`config.mk`:
```
export PLATFORM = sky130hd
export DESIGN_NAME = psc_pwm_mod
export DESIGN_NICKNAME = d
export VERILOG_FILES = /design/src/rtl/pspwm_pkg.sv /design/src/rtl/pspwm_carrier.sv /design/src/rtl/pspwm_ref_hold.sv /design/src/rtl/pspwm_cell.sv /design/src/rtl/psc_pwm_mod.sv
export SDC_FILE = /design/constraint.sdc
export NUM_CORES = 1
export LEC_CHECK = 0
export BUFFER_PORTS_ARGS = -buffer_cell sky130_fd_sc_hd__buf_2
export CAP_MARGIN = 20
export CORE_ASPECT_RATIO = 1.25
export CORE_MARGIN = 8
export CORE_UTILIZATION = 55
export DETAILED_ROUTE_END_ITERATION = 8
export GPL_TIMING_DRIVEN = 0
export PLACE_DENSITY = 0.69
export SLEW_MARGIN = 20
export SYNTH_ARGS = -nofsm -noshare
export SYNTH_HDL_FRONTEND = slang
export SYNTH_SLANG_ARGS = --single-unit
```
`constraint.sdc`:
```
create_clock -name clk -period 3.9 [get_ports clk]
set_input_delay 0.78 -clock clk [delete_from_list [all_inputs] [get_ports clk]]
set_output_delay 0.78 -clock clk [all_outputs]
set_load 0.01 [all_outputs]
```
`src/rtl/pspwm_pkg.sv`:
```
package pspwm_pkg;

  typedef struct packed {
    logic p_hi;
    logic p_lo;
    logic n_hi;
    logic n_lo;
    logic shorted;
  } cell_drive_t;

  function automatic int unsigned carrier_preload(int unsigned idx,
                                                  int unsigned period,
                                                  int unsigned cells);
    return (idx * period) / cells;
  endfunction

endpackage

```
`src/rtl/pspwm_carrier.sv`:
```
module pspwm_carrier #(
  parameter int unsigned PERIOD  = 40,
  parameter int unsigned PRELOAD = 0,
  parameter int unsigned CNT_W   = 6
) (
  input  logic             clk,
  input  logic             rst_n,
  output logic [CNT_W-1:0] cnt_o,
  output logic [CNT_W-1:0] tri_o,
  output logic             wrap_o
);
  localparam int unsigned HALF = PERIOD / 2;
  localparam logic [CNT_W-1:0] LAST  = CNT_W'(PERIOD - 1);
  localparam logic [CNT_W-1:0] HALFV = CNT_W'(HALF);
  localparam logic [CNT_W-1:0] START = CNT_W'(PRELOAD);

  logic [CNT_W-1:0] cnt_q;

  assign wrap_o = (cnt_q == LAST);
  assign cnt_o  = cnt_q;

  always_ff @(posedge clk or negedge rst_n) begin
    if (!rst_n)      cnt_q <= START;
    else if (wrap_o) cnt_q <= '0;
    else             cnt_q <= cnt_q + 1'b1;
  end

  always_comb begin
    if (cnt_q < HALFV) tri_o = HALFV - cnt_q;
    else               tri_o = cnt_q - HALFV;
  end


  carrier_wrap_chk: assert property (@(posedge clk) disable iff (!rst_n)
    (cnt_q == LAST) |=> (cnt_q == '0));


  carrier_step_chk: assert property (@(posedge clk) disable iff (!rst_n)
    (cnt_q != LAST) |=> (cnt_q == CNT_W'($past(cnt_q) + 1'b1)));

endmodule

```
`src/rtl/pspwm_ref_hold.sv`:
```
module pspwm_ref_hold #(
  parameter int unsigned REF_W = 8,
  parameter int unsigned HALF  = 20
) (
  input  logic                    clk,
  input  logic                    rst_n,
  input  logic                    load,
  input  logic signed [REF_W-1:0] ref_lim,
  output logic signed [REF_W-1:0] held_o
);
  localparam logic signed [REF_W-1:0] POS_FS = REF_W'(HALF);
  localparam logic signed [REF_W-1:0] NEG_FS = -POS_FS;

  always_ff @(posedge clk or negedge rst_n) begin
    if (!rst_n)    held_o <= '0;
    else if (load) held_o <= ref_lim;
  end


  held_stable_chk: assert property (@(posedge clk) disable iff (!rst_n)
    !load |=> $stable(held_o));


  held_range_chk: assert property (@(posedge clk) disable iff (!rst_n)
    (held_o <= POS_FS) && (held_o >= NEG_FS));

endmodule

```
`src/rtl/pspwm_cell.sv`:
```
module pspwm_cell
  import pspwm_pkg::*;
#(
  parameter int unsigned PERIOD  = 40,
  parameter int unsigned PRELOAD = 0,
  parameter int unsigned REF_W   = 8,
  parameter int unsigned CNT_W   = 6
) (
  input  logic                    clk,
  input  logic                    rst_n,
  input  logic signed [REF_W-1:0] ref_lim,
  input  logic                    bypass,
  output cell_drive_t             drv_o,
  output logic [CNT_W-1:0]        cnt_o
);
  localparam int unsigned HALF = PERIOD / 2;
  localparam int unsigned CW   = REF_W + CNT_W + 2;
  localparam logic signed [CW-1:0] HALF_S = CW'(HALF);

  logic [CNT_W-1:0]        tri_v;
  logic                    wrap;
  logic signed [REF_W-1:0] held;
  logic signed [CW-1:0]    tri2_s, held_s, thr_p, thr_n;
  logic                    p_on, n_on;

  pspwm_carrier #(.PERIOD(PERIOD), .PRELOAD(PRELOAD), .CNT_W(CNT_W)) u_car (
    .clk(clk), .rst_n(rst_n), .cnt_o(cnt_o), .tri_o(tri_v), .wrap_o(wrap)
  );

  pspwm_ref_hold #(.REF_W(REF_W), .HALF(HALF)) u_hold (
    .clk(clk), .rst_n(rst_n), .load(wrap), .ref_lim(ref_lim), .held_o(held)
  );

  always_comb begin
    tri2_s = $signed({{(CW-CNT_W-1){1'b0}}, tri_v, 1'b0});
    held_s = $signed({{(CW-REF_W){held[REF_W-1]}}, held});
    thr_p  = HALF_S + held_s;
    thr_n  = HALF_S - held_s;
    p_on   = (tri2_s < thr_p);
    n_on   = (tri2_s < thr_n);
  end

  always_comb begin
    if (bypass) begin
      drv_o.p_hi    = 1'b0;
      drv_o.n_hi    = 1'b0;
      drv_o.shorted = 1'b1;
    end else begin
      drv_o.p_hi    = p_on;
      drv_o.n_hi    = n_on;
      drv_o.shorted = 1'b0;
    end
    drv_o.p_lo = ~drv_o.p_hi;
    drv_o.n_lo = ~drv_o.n_hi;
  end


  no_shoot_chk: assert property (@(posedge clk) disable iff (!rst_n)
    !(drv_o.p_hi && drv_o.p_lo) && !(drv_o.n_hi && drv_o.n_lo));


  bypass_zero_chk: assert property (@(posedge clk) disable iff (!rst_n)
    bypass |-> (drv_o.shorted && drv_o.p_lo && drv_o.n_lo && !drv_o.p_hi && !drv_o.n_hi));


  short_release_chk: assert property (@(posedge clk) disable iff (!rst_n)
    !bypass |-> !drv_o.shorted);

endmodule

```
`src/rtl/psc_pwm_mod.sv`:
```
module psc_pwm_mod
  import pspwm_pkg::*;
#(
  parameter int unsigned N_CELLS = 5,
  parameter int unsigned PERIOD  = 40,
  parameter int unsigned REF_W   = 8
) (
  input  logic                    clk,
  input  logic                    rst_n,
  input  logic signed [REF_W-1:0] ref_in,
  input  logic [N_CELLS-1:0]      bypass,
  output logic [N_CELLS-1:0]      p_hi,
  output logic [N_CELLS-1:0]      p_lo,
  output logic [N_CELLS-1:0]      n_hi,
  output logic [N_CELLS-1:0]      n_lo,
  output logic [N_CELLS-1:0]      short_on
);
  localparam int unsigned HALF  = PERIOD / 2;
  localparam int unsigned STEP  = PERIOD / N_CELLS;
  localparam int unsigned CNT_W = (PERIOD > 1) ? $clog2(PERIOD) : 1;
  localparam logic signed [REF_W-1:0] POS_FS = REF_W'(HALF);
  localparam logic signed [REF_W-1:0] NEG_FS = -POS_FS;

  logic signed [REF_W-1:0] ref_lim;
  logic [CNT_W-1:0]        cnt_v [N_CELLS];

  always_comb begin
    if (ref_in > POS_FS)      ref_lim = POS_FS;
    else if (ref_in < NEG_FS) ref_lim = NEG_FS;
    else                      ref_lim = ref_in;
  end

  for (genvar i = 0; i < N_CELLS; i++) begin : g_cell
    cell_drive_t drv;

    pspwm_cell #(
      .PERIOD (PERIOD),
      .PRELOAD(carrier_preload(i, PERIOD, N_CELLS)),
      .REF_W  (REF_W),
      .CNT_W  (CNT_W)
    ) u_cell (
      .clk(clk), .rst_n(rst_n), .ref_lim(ref_lim), .bypass(bypass[i]),
      .drv_o(drv), .cnt_o(cnt_v[i])
    );

    assign p_hi[i]     = drv.p_hi;
    assign p_lo[i]     = drv.p_lo;
    assign n_hi[i]     = drv.n_hi;
    assign n_lo[i]     = drv.n_lo;
    assign short_on[i] = drv.shorted;

    if (i > 0) begin : g_phase

      phase_step_chk: assert property (@(posedge clk) disable iff (!rst_n)
        int'(cnt_v[i]) == ((int'(cnt_v[i-1]) + STEP) % PERIOD));
    end
  end


  ref_limit_chk: assert property (@(posedge clk) disable iff (!rst_n)
    (ref_lim <= POS_FS) && (ref_lim >= NEG_FS));

endmodule

```
# Word level (Yosys, flattened, before mapping)
# Index checks and enable logic that the tools add are counted.
# W data, S select, Z words.
totals:
  output_inout_bits: 25
  word_cells: 94
  regBits: 70
  in_bits: 15
op_classes:
  n_bitwise: 10
  n_addsub: 25
  order_cmp: 17
  mux: 27
  eq_ne: 5
ops:
  columns: ["cell", "n"]
  rows:
  - ["$lt A8 B16 Y1", 10]
  - ["$mux W6", 10]
  - ["$add A6 B8 Y9 const A", 5]
  - ["$sub A6 B8 Y9 const A", 5]
  - ["$add A6 B1 Y6 const B", 5]
  - ["$eq A6 B6 Y1 const B", 5]
  - ["$lt A6 B5 Y1 const B", 5]
  - ["$sub A5 B6 Y6 const A", 5]
  - ["$sub A6 B5 Y6 const B", 5]
  - ["$mux W8", 2]
  - ["$mux W1", 15]
  - ["$not A1 Y1", 10]
  - ["$gt A8 B6 Y1 const B", 1]
  - ["$lt A8 B6 Y1 const B", 1]

# Longest topological paths before layout
# Gate-level depths: netlist of run 1.
logic_depth:
  depth_word: 5
  mapped_depth: 13
  mapped_depth_nobuf: 12

# By module
# From an unflattened synthesis of run 1, not the netlist that was laid out.
hier_totals:
  cells_unflattened: 725
  area_unflattened_um2: 7079.3
by_module_without_submodules:
  columns: ["mod", "cells_each", "instances", "seq_area_each_um2", "area_each_um2"]
  rows:
  - ["pspwm_cell", 72, 5, 0.0, 578.1]
  - ["pspwm_ref_hold", 17, 5, 200.2, 331.6]
  - ["pspwm_carrier at g_cell[1].u_cell.u_car ...", 52, 3, 151.4, 481.7]
  - ["pspwm_carrier at g_cell[3].u_cell.u_car", 52, 1, 152.6, 483.0]
  - ["pspwm_carrier at g_cell[0].u_cell.u_car", 52, 1, 150.1, 480.5]
  - ["psc_pwm_mod", 20, 1, 0.0, 122.6]

# Least setup slack after synthesis of run 1
# No wires, ideal clock.
synth_timing:
  path_type: "register to output"
  start: "register g_cell[1].u_cell.u_car.cnt_q[2]"
  end: "output n_hi[1]"
  t_arrival_ps: 2440
  path_buffers: 1
  path_slack_ps: 680
  path_stages_with_launch: 13
  required_ps: 3120
  cell_sequence: "dfrtp_1 > clkbuf_1 > inv_1 > ha_1 > inv_1 > a21oi_1 > nor2b_1 > xnor2_1 > ha_1 > a21o_1 > a2bb2oi_1 > a21oi_1 > a211oi_1"
synth_between:
  elab_chain_cells: 4
  word_cells_on_any_way: 6
  classes_between: "add/sub: 2; order compare: 2; mux: 2"
synth_rtl:
  columns: ["element", "line", "rtl"]
  rows:
  - ["start: declaration", "pspwm_carrier.sv:17", "logic [CNT_W-1:0] cnt_q;"]
  - ["start signal: assignment", "pspwm_carrier.sv:25", "else cnt_q <= cnt_q + 1'b1;"]
  - ["$sub A6 B5 Y6 (tied with other cells)", "pspwm_carrier.sv:30", "else tri_o = cnt_q - HALFV;"]
  - ["$mux W6 (*)", "pspwm_carrier.sv:29", "if (cnt_q < HALFV) tri_o = HALFV - cnt_q;"]
  - ["$lt A8 B16 Y1 (*)", "pspwm_cell.sv:40", "n_on = (tri2_s < thr_n);"]
  - ["$mux W1 (*)", "pspwm_cell.sv:44", "if (bypass) begin"]
  - ["end: declaration", "psc_pwm_mod.sv:14", "output logic [N_CELLS-1:0] n_hi,"]
# Mark *: on every way between the ends. The rest lies on a longest branch, timed or not.

# Worst setup path after layout of run 1
layout_timing:
  start: "register g_cell[0].u_cell.u_car.cnt_q[2]"
  end: "output p_hi[0]"
layout_between:
  elab_chain_cells: 4
  word_cells_on_any_way: 6
  classes_between: "add/sub: 2; order compare: 2; mux: 2"
layout_rtl:
  columns: ["element", "line", "rtl"]
  rows:
  - ["start: declaration", "pspwm_carrier.sv:17", null]
  - ["start signal: assignment", "pspwm_carrier.sv:25", null]
  - ["$sub A6 B5 Y6 (tied with other cells)", "pspwm_carrier.sv:30", null]
  - ["$mux W6 (*)", "pspwm_carrier.sv:29", null]
  - ["$lt A8 B16 Y1 (*)", "pspwm_cell.sv:39", "p_on = (tri2_s < thr_p);"]
  - ["$mux W1 (*)", "pspwm_cell.sv:44", null]
  - ["end: declaration", "psc_pwm_mod.sv:12", "output logic [N_CELLS-1:0] p_hi,"]
# Marked as above.

==> flow_summary_export.csv, run 1 <==
group,metric,value,unit
routing,dr.pass1.iters,4,
placed_design,port_buffers,39,
global_routing,grt_use_total,18.5,%
outcome,status,"finished clean",
routing,initialDrtViolationCount,216,
yosys,syn_area,6280,um^2
critical_path,startpoint_type,"flip-flop",
clocking,worstSkewPairLatency,0.33,ns
routing,drt-wirelength-per-cell,14.7,um
cells_and_area,antennaDiodeCount,0,
yosys,synth-seq-cells,70,
cells_and_area,area_growth,12.2,%
global_routing,overflow,0,
floorplan,floorplan.rows,43,
sta,fmax,0.269,GHz
yosys,syn_nets,841,
routing,drt-total-wl,13400,um
sta,period_needed,3.72,ns
global_routing,antenna_found_initial,0,
clocking,cts_hold_buf,0,
cells_and_area,nets,891,
yosys,syn_area_per_cell,8.66,um^2
power,p_seq_share,37.4,%
placed_design,gp_congestion,0.830,
floorplan,die_height,135,um
power,power_switching,0.659,mW
clocking,cts_max_path_buffers,2,
critical_path,path_max_fanout,7,
power,p_sw_share,31.2,%
global_routing,grt_pass1_wl,23300,um
floorplan,die_w,112,um
min_path,hp-class,"in -> async",
yosys,synth_edf_count,0,
yosys,yosysUniqueCellTypes,50,
yosys,yosysWarningCount,0,
placed_design,dp.final_hpwl,10500,um
sta,setup_tns,0,ns
critical_path,end_kind,"primary output",
cells_and_area,final_util,63.3,%
yosys,synth_async_sr_flop_share,100,%
sta,min_period_over_period,95.4,%
global_routing,first_global_vias,5113,
clocking,cts_setup_buffers,0,
floorplan,core-area,11100,um^2
power,peakVddDrop,0.304,mV
yosys,synth.yosys.seq_area_share,28.0,%
routing,viasPerCell,5.62,
critical_path,cp.required,3.12,ns
cells_and_area,drive_above_1_share,16.5,%
sta,skew,0.00387,ns
critical_path,critical-path-top-delay-family,"compound AO/OA/AOI/OAI gates",
critical_path,slowest_delay,0.40,ns
clocking,cts-htree-levels,3,
sta,tightest_slew,0.596,ns
sta,hold_violations,0,
sta,setup_violations,0,
critical_path,path_cells,"clkbuf_2, inv_1, ha_1, inv_1, a21oi_2, nor2b_1, xnor2_1, ha_1, o21a_1, o31ai_1, a21oi_1, nor3_2, o31a_1, buf_2",
clocking,cts.clk_slew.worst_paths,0.06,ns
critical_path,cp_slowest_cell,"dfrtp_1",
job,drv_cap,0,
power,p_int,1.45,mW
routing,drc,0,
sta,final_max_slew_viol_count,0,
routing,antenna_left,0,
power,p_leak,3.34,nW
sta,rsz0062_at_grt,"no",
power,power_frac_comb,27.1,%
clocking,cts_tree,"done",
power,p_per_area,300,nW/um^2
yosys,ys.flop_type,"dfrtp_1",
critical_path,timing.critical_path.buf_inv,4,
floorplan,ios,40,
power,power_frac_clock,35.5,%
routing,dr_total_vias,5141,
critical_path,arrival,2.94,ns
sta,slew_headroom,60.2,%
clocking,clockRootBuffer,"clkbuf_16",
floorplan,dieArea,15100,um^2
clocking,clkSinkCount,70,
global_routing,grt_max_degree,38,
yosys,netlist_instances,725,
clocking,cts_buffers,9,
floorplan,initial_core_util,56.4,%
critical_path,worstSetupPathType,"reg -> out",
power by group through the flow:
stage,Sequential (mW),Combinational (mW),Clock [mW]
after floorplan,0.795,0.417,0
after global placement,0.802,0.541,0
after detailed placement,0.803,0.564,0
after CTS,0.791,0.570,0.773
after global routing,0.796,0.650,0.802
final,0.791,0.572,0.751
synth_stat cells (4+ instances only):
library cell	instances	area, um^2
dfrtp_1	65	1630
inv_1	55	206
nand2_1	43	161
nand4_1	4	25.0
a31oi_1	7	43.8
mux2i_1	9	90.1
o21a_1	12	90.1
a21oi_1	50	250
clkbuf_1	6	22.5
and2_1	5	31.3
o31ai_1	10	75.1
buf_2	15	75.1
o22ai_1	11	68.8
dfstp_2	5	131
a22o_1	7	61.3
nor3_1	20	100
xnor2_1	52	455
and4_1	4	35.0
nor2_2	4	25.0
nor2_1	65	244
nor2b_1	15	93.8
buf_4	5	37.5
xor2_1	21	184
a21o_1	5	37.5
nand3_1	11	55.1
a22oi_1	5	37.5
a211oi_1	4	30.0
o31a_1	5	43.8
or4_1	5	37.5
ha_1	101	1260
o21ai_0	53	265
or2_2	5	31.3
repair_timing:
item                                    CTS  global route
pin swaps                                 0             5
endpoints found under the setup margin    8            20
gates resized for setup                   4            31
registers in the layout, indices dropped and copies added (netlist names):
name	flops
g_cell.u_cell.u_car.cnt_o	30
g_cell.u_cell.u_hold.held_o	40
final cells by class:
class / count / area, um^2
multi-input combinational: 568 / 4250
fill: 993 / 4090
sequential: 70 / 1760
clock buffer: 10 / 239
timing repair buffer: 40 / 218
inverter: 58 / 218
tap: 135 / 169
buffer: 28 / 151
clock inverter: 6 / 37.5
stage by stage:
stage | hold WS (ns) | instance area [um^2] | instances | worst slack, ns | power [mW]
2_1_floorplan | 0.477 | 6280 | 725 | 0.680 | 1.21
3_3_place_gp | 0.506 | 6650 | 899 | 0.354 | 1.34
3_5_place_dp | 0.514 | 6670 | 900 | 0.270 | 1.37
4_1_cts | 0.407 | 6960 | 915 | 0.0202 | 2.13
5_1_grt | 0.431 | 7050 | 915 | 0.00311 | 2.25
6_report | 0.399 | 7050 | 915 | 0.180 | 2.11
per-layer routing:
metal	routed length, um	GRT usage, %	share of wire [%]
met1	6060	21.7	45
met4	127	5.10	0.95
met3	415	3.79	3.1
met2	6830	33.6	51
met5	0	0	0
worst paths after layout:
kind / start / end / slack [ns] / depth (start not counted)
setup reg to reg: g_cell[3].u_cell.u_car.cnt_o[3] / g_cell[3].u_cell.u_hold.held_o[2] / 2.17 / 5
min in group clk: g_cell[4].u_cell.u_car.cnt_o[0] / g_cell[4].u_cell.u_car.cnt_o[0] / 0.52 / 1
setup / recovery: g_cell[0].u_cell.u_car.cnt_o[2] / p_hi[0] / 0.18 / 14
hold reg to reg: g_cell[4].u_cell.u_car.cnt_o[0] / g_cell[4].u_cell.u_car.cnt_o[0] / 0.52 / 1
hold / removal: rst_n / g_cell[3].u_cell.u_hold.held_o[6] / 0.40 / 1
max in group asynchronous: rst_n / g_cell[4].u_cell.u_car.cnt_o[5] / 2.89 / 2
worst register-to-register path: stages (launching register included):
cell	delay, ns
dfstp_2	0.38
inv_1	0.19
ha_1	0.24
nand4_1	0.34
nor2_1	0.33
a22oi_1	0.10
logic make-up after synthesis:
kind of cell,Yosys count,synth area share (%)
adder cells (fa/ha/maj),101,20.1
XOR/XNOR,73,10.2
multiplexers,12,2.15
buffers and inverters,87,5.86
flip-flops,70,28.0
AO/OA/AOI/OAI,188,18.7
AND/OR/NAND/NOR,194,15.0
cells in the final DEF (no fill, tap or decap), types with 6 or more instances in the layout:
cell type / n
ha_1: 98
nor2_1: 65
dfrtp_1: 63
inv_1: 55
buf_2: 55
o21ai_0: 52
xnor2_1: 52
a21oi_1: 45
nand2_1: 43
xor2_1: 21
nor3_1: 16
o21a_1: 12
nor2b_1: 12
nand3_1: 11
o22ai_1: 11
o31ai_1: 10
mux2i_1: 9
clkbuf_16: 9
a31oi_1: 7
a22o_1: 7
buf_4: 6
No activity file was read; power rests on OpenSTA's default activity.
==> run 2, diff against run 1 <==
CORE_UTILIZATION = 35   (was 55)
PLACE_DENSITY = 0.47   (was 0.69)
REMOVE_ABC_BUFFERS = 1   (was not set)
==> run 2 against run 1 <==
Global-route usage down 5.5 points. Routed wire length rose by 5.8%. Flip-flop and latch count unchanged. Setup slack worse by 0.022 ns. Non-clock buffer count is 24 lower. Sequential share of layout area fell by 0.22 points. Largest cell class unchanged. Register-to-register slack worse by 0.05 ns. First-iteration DRC count fell by 20%. Highest routed layer unchanged. Critical path depth shrank 2. Die area increased by 49%.
==> flow_summary_export.csv, run 2 (same netlist as run 1, synthesis figures left out) <==
group,metric,value,unit
outcome,status,"finished clean",
sta,tightest_slew,0.672,ns
clocking,cts.clk_slew.worst_paths,0.06,ns
critical_path,startpoint_type,"flip-flop",
global_routing,grt_pass1_wl,24200,um
sta,final_max_slew_viol_count,0,
critical_path,end_kind,"primary output",
routing,dr_total_vias,5061,
critical_path,r2r-start,"g_cell[1].u_cell.u_car.cnt_o[3]",
cells_and_area,drive_above_1_share,14.7,%
sta,whs,0.312,ns
floorplan,die_height,166,um
critical_path,arrival,2.96,ns
global_routing,grt_max_degree,56,
cells_and_area,nets,867,
critical_path,worstSetupPathType,"reg -> out",
critical_path,path_max_fanout,6,
sta,slew_headroom,55.2,%
routing,dr.pass1.iters,4,
critical_path,cp.required,3.12,ns
clocking,clkSinkCount,70,
job,drv_cap,0,
clocking,worstSkewPairLatency,0.34,ns
clocking,cts_max_path_buffers,2,
placed_design,dp.final_hpwl,11000,um
power,p_per_area,327,nW/um^2
sta,fmax,0.267,GHz
routing,drc,0,
placed_design,port_buffers,39,
global_routing,grt_use_total,13.1,%
routing,viasPerCell,5.14,
power,peakVddDrop,0.162,mV
sta,period_needed,3.74,ns
sta,rsz0062_at_grt,"no",
floorplan,initial_core_util,35.2,%
routing,initialDrtViolationCount,172,
clocking,cts_hold_buf,0,
min_path,hp-class,"in -> async",
cells_and_area,antennaDiodeCount,0,
power,p_leak,3.23,nW
sta,min_period_over_period,95.9,%
cells_and_area,fillers,1782,
floorplan,die_w,136,um
critical_path,startpoint,"g_cell[3].u_cell.u_car.cnt_o[3]",
global_routing,overflow,0,
placed_design,gp_congestion,0.780,
cells_and_area,final_util,40.0,%
global_routing,antenna_found_initial,0,
cells_and_area,multiInputGateArea,4240,um^2
global_routing,first_global_vias,5097,
sta,setup_tns,0,ns
sta,setup_violations,0,
cells_and_area,seq_area,1770,um^2
placed_design,pre_cts_ws,0.372,ns
floorplan,core-area,17800,um^2
critical_path,r2r_setup_slack,2.12,ns
routing,antenna_left,0,
cells_and_area,mostFrequentLayoutCells,"ha_1, nor2_1, dfrtp_1",
routing,drt-total-wl,14200,um
floorplan,ios,40,
sta,hold_violations,0,
clocking,clockRootBuffer,"clkbuf_16",
cells_and_area,area_growth,13.5,%
floorplan,dieArea,22500,um^2
clocking,cts-htree-levels,3,
cells_and_area,final_common_cell,"ha_1",
floorplan,floorplan.rows,55,
sta,finalWorstSetupSlack,0.158,ns
clocking,cts_buffers,9,
sta,skew,0.00782,ns
clocking,cts_tree,"done",
cells_and_area,largest_reg_flops,40,
cells_and_area,top_register,"g_cell.u_cell.u_hold.held_o",
routing,drt-wirelength-per-cell,14.4,um
-- run 2: cell count changes in the layout (fill, tap and decap cells not counted), sizes merged --
cell	before	now
buf	62	44
bufinv	0	3
clkbuf	16	10
clkinv	6	4
clkinvlp	3	2
-- run 2: final timing paths --
path / endpoint / cells past startpoint
max in group asynchronous: g_cell[3].u_cell.u_car.cnt_o[3] / 2
worst min register to register: g_cell[4].u_cell.u_car.cnt_o[0] / 1
worst min-delay path: g_cell[0].u_cell.u_car.cnt_o[4] / 1
worst max register to register: g_cell[1].u_cell.u_hold.held_o[1] / 5
min in group clk: g_cell[4].u_cell.u_car.cnt_o[0] / 1
worst max-delay path: n_lo[3] / 12
-- run 2: worst max-delay path: stages, from the launching register on --
cell and delay, ns:
dfstp_2 0.57, clkinvlp_4 0.15, ha_2 0.22, inv_1 0.10
a21oi_4 0.08, nor2b_1 0.15, xnor2_1 0.24, ha_1 0.29
a21o_1 0.19, a2bb2oi_2 0.13, a21oi_1 0.11, a211o_1 0.26
buf_2 0.14
-- run 2: power breakdown --
part	switching, mW	leakage, nW	internal, mW
combinational	0.298	2.21	0.243
clock	0.331	0.174	0.648
sequential	0.0525	0.838	0.758
-- run 2: cell type report --
class / count / share of cell area [%]
clock buffers: 10 / 3.35
clock inverters: 6 / 1.63
inverters: 58 / 3.16
multi-input cells: 568 / 59.5
flip-flops and latches: 70 / 24.8
well taps: 228 / 4.00
repair buffers: 44 / 3.58
-- run 2: repair_timing --
action                                  CTS  global route
buffers inserted                          0             4
endpoints found under the setup margin    2            20
pin swaps                                 0             5
resized for setup                         2            27
cloned                                    0             0
-- run 2: stage by stage --
stage / power (mW) / std cells / cell area, um^2
final: 2.33 / 984 / 7130
after detailed placement: 1.36 / 964 / 6640
after CTS: 2.36 / 980 / 7010
after floorplan: 1.20 / 696 / 6130
after global routing: 2.49 / 984 / 7130
after global placement: 1.35 / 963 / 6610
-- run 2: metal layers --
metal	share of wire, %	GRT usage, %	vias to the layer above
li1	-	-	2575
met1	45	16.0	2403
met2	50	22.5	71
met3	3.8	2.24	12
met4	1.2	3.97	0
met5	0	0	-
